File: src/rtl/sinc3_pkg.sv
package sinc3_pkg;

    localparam int SF_W       = 8;                // rate word width
    localparam int DEC_SHIFT  = 3;                // ratio = word << DEC_SHIFT
    localparam int CNT_W      = SF_W + DEC_SHIFT; // sample counter width
    localparam int ORDER      = 3;                // integrator/differentiator pairs
    localparam int ACC_W      = 35;               // enough for (8*255)^3 signed
    localparam int MIN_PLAIN  = 3;
    localparam int MIN_CHOP   = 13;
    localparam int SETTLE_N   = 3;                // flagged results after a change
    localparam int CHOP_GROUP = 3;                // results per chop-mode word

    typedef struct packed {
        logic            chop;
        logic [SF_W-1:0] word;
    } cfg_t;

    typedef struct packed {
        logic chop;
        logic unsettled;
        logic restart;
    } tag_t;

    localparam int TAG_W = $bits(tag_t);

    function automatic cfg_t clamp_cfg(input logic [SF_W-1:0] w, input logic c);
        cfg_t r;
        r.chop = c;
        if (c && (w < SF_W'(MIN_CHOP)))
            r.word = SF_W'(MIN_CHOP);
        else if (w < SF_W'(MIN_PLAIN))
            r.word = SF_W'(MIN_PLAIN);
        else
            r.word = w;
        return r;
    endfunction

    function automatic logic [CNT_W-1:0] period_of(input cfg_t c);
        return CNT_W'(c.word) << DEC_SHIFT;
    endfunction

endpackage

File: src/rtl/sinc3_integ.sv
module sinc3_integ #(
    parameter int ORDER = 3,
    parameter int W     = 35
) (
    input  logic         clk,
    input  logic         rst_n,
    input  logic         en_i,
    input  logic         bit_i,
    output logic [W-1:0] last_o
);

    typedef struct packed {
        logic [ORDER-1:0][W-1:0] acc;
    } st_t;

    st_t st_d, st_q;

    always_comb begin
        logic [W-1:0] carry;
        st_d  = st_q;
        carry = bit_i ? W'(1) : {W{1'b1}};
        if (en_i) begin
            for (int k = 0; k < ORDER; k++) begin
                st_d.acc[k] = st_q.acc[k] + carry;
                carry       = st_d.acc[k];
            end
        end
        last_o = st_d.acc[ORDER-1];
    end

    always_ff @(posedge clk or negedge rst_n) begin
        if (!rst_n) st_q <= '0;
        else        st_q <= st_d;
    end

endmodule

File: src/rtl/sinc3_rate.sv
module sinc3_rate
    import sinc3_pkg::*;
#(
    parameter int SETTLE = SETTLE_N
) (
    input  logic            clk,
    input  logic            rst_n,
    input  logic            en_i,
    input  logic [SF_W-1:0] word_i,
    input  logic            chop_i,
    output logic            boundary_o,
    output cfg_t            cfg_o,
    output tag_t            tag_o
);

    localparam int SET_W = $clog2(SETTLE + 1);

    typedef struct packed {
        logic [CNT_W-1:0] cnt;
        cfg_t             act;
        logic [SET_W-1:0] settle;
        logic             restart;
    } st_t;

    st_t  st_d, st_q;
    cfg_t req_cfg;

    always_comb begin
        st_d       = st_q;
        req_cfg    = clamp_cfg(word_i, chop_i);
        boundary_o = 1'b0;
        if (en_i) begin
            if (st_q.cnt == '0) begin
                // first sample after reset opens the first period
                st_d.cnt     = period_of(req_cfg) - CNT_W'(1);
                st_d.act     = req_cfg;
                st_d.settle  = SET_W'(SETTLE);
                st_d.restart = 1'b1;
            end else if (st_q.cnt == CNT_W'(1)) begin
                boundary_o   = 1'b1;
                st_d.cnt     = period_of(req_cfg);
                if (req_cfg != st_q.act) begin
                    st_d.act     = req_cfg;
                    st_d.settle  = SET_W'(SETTLE);
                    st_d.restart = 1'b1;
                end else begin
                    st_d.restart = 1'b0;
                    if (st_q.settle != '0)
                        st_d.settle = st_q.settle - SET_W'(1);
                end
            end else begin
                st_d.cnt = st_q.cnt - CNT_W'(1);
            end
        end
        cfg_o           = st_q.act;
        tag_o.chop      = st_q.act.chop;
        tag_o.unsettled = (st_q.settle != '0);
        tag_o.restart   = st_q.restart;
    end

    always_ff @(posedge clk or negedge rst_n) begin
        if (!rst_n) st_q <= '0;
        else        st_q <= st_d;
    end

endmodule

File: src/rtl/sinc3_comb.sv
module sinc3_comb #(
    parameter int ORDER = 3,
    parameter int W     = 35,
    parameter int TW    = 3
) (
    input  logic          clk,
    input  logic          rst_n,
    input  logic          take_i,
    input  logic [W-1:0]  sample_i,
    input  logic [TW-1:0] tag_i,
    output logic [W-1:0]  res_o,
    output logic [TW-1:0] tag_o,
    output logic          valid_o
);

    typedef struct packed {
        logic [ORDER-1:0][W-1:0] dly;
        logic [W-1:0]            res;
        logic [TW-1:0]           tag;
        logic                    valid;
    } st_t;

    st_t st_d, st_q;

    always_comb begin
        logic [W-1:0] v;
        logic [W-1:0] diff;
        st_d       = st_q;
        st_d.valid = 1'b0;
        v          = sample_i;
        diff       = '0;
        if (take_i) begin
            for (int k = 0; k < ORDER; k++) begin
                diff        = v - st_q.dly[k];
                st_d.dly[k] = v;
                v           = diff;
            end
            st_d.res   = v;
            st_d.tag   = tag_i;
            st_d.valid = 1'b1;
        end
    end

    always_ff @(posedge clk or negedge rst_n) begin
        if (!rst_n) st_q <= '0;
        else        st_q <= st_d;
    end

    assign res_o   = st_q.res;
    assign tag_o   = st_q.tag;
    assign valid_o = st_q.valid;

endmodule

File: src/rtl/sinc3_chop_avg.sv
module sinc3_chop_avg #(
    parameter int W     = 35,
    parameter int GROUP = 3
) (
    input  logic         clk,
    input  logic         rst_n,
    input  logic         valid_i,
    input  logic [W-1:0] value_i,
    input  logic         chop_i,
    input  logic         unsettled_i,
    input  logic         restart_i,
    output logic [W-1:0] value_o,
    output logic         valid_o,
    output logic         unsettled_o
);

    localparam int SW   = W + $clog2(GROUP) + 1;
    localparam int PH_W = $clog2(GROUP);
    localparam logic signed [SW-1:0] GROUP_S = SW'(GROUP);

    typedef struct packed {
        logic [SW-1:0]   sum;
        logic [PH_W-1:0] phase;
        logic            dirty;
        logic [W-1:0]    out;
        logic            oflag;
        logic            ovalid;
    } st_t;

    st_t st_d, st_q;

    always_comb begin
        logic signed [SW-1:0] ext;
        logic signed [SW-1:0] s;
        logic signed [SW-1:0] q;
        logic [PH_W-1:0]      ph;
        logic                 d;
        st_d        = st_q;
        st_d.ovalid = 1'b0;
        ext = $signed({{(SW-W){value_i[W-1]}}, value_i});
        s   = '0;
        q   = '0;
        ph  = '0;
        d   = 1'b0;
        if (valid_i) begin
            if (!chop_i) begin
                st_d.out    = value_i;
                st_d.oflag  = unsettled_i;
                st_d.ovalid = 1'b1;
                st_d.sum    = '0;
                st_d.phase  = '0;
                st_d.dirty  = 1'b0;
            end else begin
                ph = restart_i ? '0 : st_q.phase;
                s  = (ph == '0) ? ext : ($signed(st_q.sum) + ext);
                d  = ((ph == '0) ? 1'b0 : st_q.dirty) | unsettled_i;
                if (ph == PH_W'(GROUP - 1)) begin
                    q           = s / GROUP_S;
                    st_d.out    = q[W-1:0];
                    st_d.oflag  = d;
                    st_d.ovalid = 1'b1;
                    st_d.sum    = '0;
                    st_d.phase  = '0;
                    st_d.dirty  = 1'b0;
                end else begin
                    st_d.sum   = s;
                    st_d.phase = ph + PH_W'(1);
                    st_d.dirty = d;
                end
            end
        end
    end

    always_ff @(posedge clk or negedge rst_n) begin
        if (!rst_n) st_q <= '0;
        else        st_q <= st_d;
    end

    assign value_o     = st_q.out;
    assign valid_o     = st_q.ovalid;
    assign unsettled_o = st_q.oflag;

endmodule

File: src/rtl/sinc3_decim.sv
module sinc3_decim
    import sinc3_pkg::*;
#(
    parameter int OUT_W = ACC_W,
    parameter int STAGES = ORDER
) (
    input  logic             clk,
    input  logic             rst_n,
    input  logic             samp_en,
    input  logic             samp_bit,
    input  logic [SF_W-1:0]  rate_word,
    input  logic             chop_mode,
    output logic [OUT_W-1:0] dout,
    output logic             dout_valid,
    output logic             dout_unsettled
);

    logic [OUT_W-1:0] int_last;
    logic             boundary;
    cfg_t             act_cfg;
    tag_t             bnd_tag;
    logic [TAG_W-1:0] res_tag_v;
    tag_t             res_tag;
    logic [OUT_W-1:0] res_val;
    logic             res_valid;

    sinc3_integ #(.ORDER(STAGES), .W(OUT_W)) u_integ (
        .clk    (clk),
        .rst_n  (rst_n),
        .en_i   (samp_en),
        .bit_i  (samp_bit),
        .last_o (int_last)
    );

    sinc3_rate #(.SETTLE(SETTLE_N)) u_rate (
        .clk        (clk),
        .rst_n      (rst_n),
        .en_i       (samp_en),
        .word_i     (rate_word),
        .chop_i     (chop_mode),
        .boundary_o (boundary),
        .cfg_o      (act_cfg),
        .tag_o      (bnd_tag)
    );

    sinc3_comb #(.ORDER(STAGES), .W(OUT_W), .TW(TAG_W)) u_comb (
        .clk      (clk),
        .rst_n    (rst_n),
        .take_i   (boundary),
        .sample_i (int_last),
        .tag_i    (bnd_tag),
        .res_o    (res_val),
        .tag_o    (res_tag_v),
        .valid_o  (res_valid)
    );

    assign res_tag = tag_t'(res_tag_v);

    sinc3_chop_avg #(.W(OUT_W), .GROUP(CHOP_GROUP)) u_avg (
        .clk         (clk),
        .rst_n       (rst_n),
        .valid_i     (res_valid),
        .value_i     (res_val),
        .chop_i      (res_tag.chop),
        .unsettled_i (res_tag.unsettled),
        .restart_i   (res_tag.restart),
        .value_o     (dout),
        .valid_o     (dout_valid),
        .unsettled_o (dout_unsettled)
    );

endmodule

File: config.mk
export PLATFORM = sky130hd
export DESIGN_NAME = sinc3_decim
export DESIGN_NICKNAME = d
export VERILOG_FILES = /design/src/rtl/sinc3_pkg.sv /design/src/rtl/sinc3_integ.sv /design/src/rtl/sinc3_rate.sv /design/src/rtl/sinc3_comb.sv /design/src/rtl/sinc3_chop_avg.sv /design/src/rtl/sinc3_decim.sv
export SDC_FILE = /design/constraint.sdc
export NUM_CORES = 1
export LEC_CHECK = 0
export ABC_AREA = 0
export BUFFER_PORTS_ARGS = -buffer_cell sky130_fd_sc_hd__buf_2
export CORE_ASPECT_RATIO = 0.8
export CORE_UTILIZATION = 25
export DETAILED_ROUTE_END_ITERATION = 12
export SKIP_CTS_REPAIR_TIMING = 1
export SYNTH_ARGS = -nofsm -noshare
export SYNTH_HDL_FRONTEND = slang
export SYNTH_SLANG_ARGS = --single-unit
File: constraint.sdc
create_clock -name clk -period 20.1 [get_ports clk]
set_input_delay 6.03 -clock clk [delete_from_list [all_inputs] [get_ports clk]]
set_output_delay 6.03 -clock clk [all_outputs]
set_load 0.01 [all_outputs]
==> impl_metrics.tcl <==
set metrics [dict create \
    die_w_microns 396 \
    timing.fmax_mhz 60.1 \
    grt-ovfl-total 0 \
    final_area_sq_um 34200 \
    diodes 0 \
    cpLargestDelayFamily "compound AO/OA/AOI/OAI gates" \
    placed_cell_area_sq_um 32800 \
    antenna_found_initial 1 \
    min_path_type "reg -> reg" \
    worst-path-buf-inv 3 \
    detail-route-antenna-nets 0 \
    hold_viol_final 0 \
    dominantRegCellSynth "dfrtp_1" \
    finalWirelength_microns 78200 \
    clkSinkCount 350 \
    final_cell_mix "435 x nand2_1, 368 x o21ai_0, 349 x dfrtp_1" \
    drc 0 \
    cts-root-buf "clkbuf_16" \
    gp_routability_congestion 0.874 \
    crit_path_end_kind "flop" \
    avgSynthCellArea_sq_um 8.06 \
    syn_nets 4123 \
    clk_latency_ns 0.58 \
    path_max_fanout 33 \
    core-area_sq_um 123000 \
    fin_nets 4067 \
    cp_data_required_time_ns 20.54 \
    status "finished, final reports clean" \
    slew_violations 0 \
    htree_num_levels 2 \
    synth_area_sq_um 31100 \
    drt_iter0_markers 1795 \
    ys_ff_latch 350 \
    critPathSlowestCell "buf_4" \
    grt_pass1_vias 25506 \
    path_clk_slew_ns 0.06 \
    routed_via_density 4.93 \
    start_kind "input pin" \
    cts_tree "built" \
    crit_type "in -> reg" \
    area_growth_pct 10.2 \
    synth_edf_count 0 \
    async_flop_share_pct 100 \
    post_drt_wl_per_cell_microns 14.3 \
    die_area_sq_um 126000 \
    cap_violations 0 \
    cts_buffers 43 \
    grt_pass1_wl_microns 129000 \
    vias 26965 \
    dpl.hpwl_microns 57700 \
    worst_pin_slew_ns 1.16 \
    cts.path.max_buffers 3 \
    critPathArrivalTime_ns 17.09 \
    port_buffers 49 \
    rsz0062_at_grt "no" \
    fin_setup_tns_ns 0 \
    holdWs_ns 0.464 \
    cpPeakStageDelay_ns 0.37 \
    cpMostUsedCell "o21ai_0" \
    fin_crit_ns 16.65 \
    setup_violations 0 \
    synth_cell_type_count 118 \
    grt_max_degree 123 \
    initial_utilization_pct 25.2 \
    drive_gt1_share_pct 8.90 \
    ios 50 \
    dr.pass1.iters 5 \
    rows 115 \
    layout_worst_path_cycle_share_pct 82.8 \
    grt_use_total_pct 12.1 \
    die_y_microns 317 \
    synthCells 3855 \
    synth_warnings 0 \
    seq_area_frac_synth_pct 28.2 \
    layout_commonest_cell "nand2_1" \
    relSlewSlack_pct 22.3 \
    finalClockSkew_ns 0.0351 \
]
## cells by family after synthesis
group / count (synthesis) / share of synthesized area (%)
AO/OA/AOI/OAI: 1187 / 24.4
AND/OR/NAND/NOR: 1157 / 17.3
buffers and inverters: 483 / 6.55
flip-flops: 350 / 28.2
XOR/XNOR: 277 / 7.95
adder cells (fa/ha/maj): 260 / 10.6
multiplexers: 141 / 4.99
## cell usage after synthesis, types with 16 or more instances
library cell,n,area (sq um)
mux2_2,111,1250
o21ai_0,368,1840
dfrtp_1,350,8760
nor4_1,28,175
inv_1,294,1100
o21a_1,22,165
o31ai_1,24,180
clkbuf_1,106,398
nor2_1,326,1220
nand2_1,436,1640
a211oi_1,23,173
or3_1,16,100
mux2i_1,30,300
and2_1,30,188
nand4_1,38,238
ha_1,248,3100
buf_4,42,315
a31oi_1,28,175
buf_2,21,105
o21bai_1,17,128
a21boi_0,59,443
and3_1,29,181
o211ai_1,24,180
o21ai_1,18,90.1
nor3_1,74,370
xor2_1,104,911
a21o_1,119,893
nor2b_1,22,138
o22ai_1,68,425
nand3_1,52,260
nand2b_1,34,213
xnor2_1,168,1470
a21oi_1,262,1310
## flip-flops by register name (all words and copies together) (netlist names)
signal,count
u_comb.st_q,105
u_avg.valid_o,1
u_rate.st_q,13
u_rate.cfg_o,9
u_rate.tag_o,1
u_avg.unsettled_o,1
u_comb.valid_o,1
u_avg.st_q,41
u_comb.tag_o,3
u_comb.res_o,35
u_integ.st_q,105
u_avg.value_o,35
## per-layer routing
layer / wire, microns / part of all wire (%) / GRT usage, %
met3: 3620 / 4.6 / 1.50
met1: 39200 / 50 / 17.5
met5: 0 / 0 / 0
met2: 34100 / 44 / 19.1
met4: 1320 / 1.7 / 2.55
## area by class of cell
class                      count  area [sq um]
sequential                   350          8760
timing repair buffer          83           513
clock buffer                  60          1230
fill                       13368         88900
inverter                     299          1120
multi-input combinational   3022         20300
tap                         1638          2050
clock inverter                16           251
## path summary, 6_finish.rpt
kind | startpoint | slack, ns | depth (start not counted) | end
worst max-delay path | samp_bit | 3.45 | 55 | u_comb.res_o[34]
worst min-delay path | u_rate.st_q[1] | 0.46 | 1 | u_rate.st_q[1]
worst max register to register | u_comb.res_o[0] | 3.48 | 53 | u_avg.value_o[34]
worst min register to register | u_rate.st_q[1] | 0.46 | 1 | u_rate.st_q[1]
max in group asynchronous | rst_n | 12.25 | 3 | u_comb.valid_o
min in group asynchronous | rst_n | 5.50 | 1 | u_rate.st_q[14]
## metrics by stage
stage          cells  util, %  setup slack [ns]
6_report        5468     27.8              3.45
5_1_grt         5468     27.8              1.93
4_1_cts         5468     27.8              3.54
3_5_place_dp    5392     26.6              3.05
3_3_place_gp    5392     26.6              3.07
2_1_floorplan   3855        -              3.94
Power is left out: the tool's default activity adds up to more than one toggle a clock period on the data nets, which glitch-free logic cannot reach.
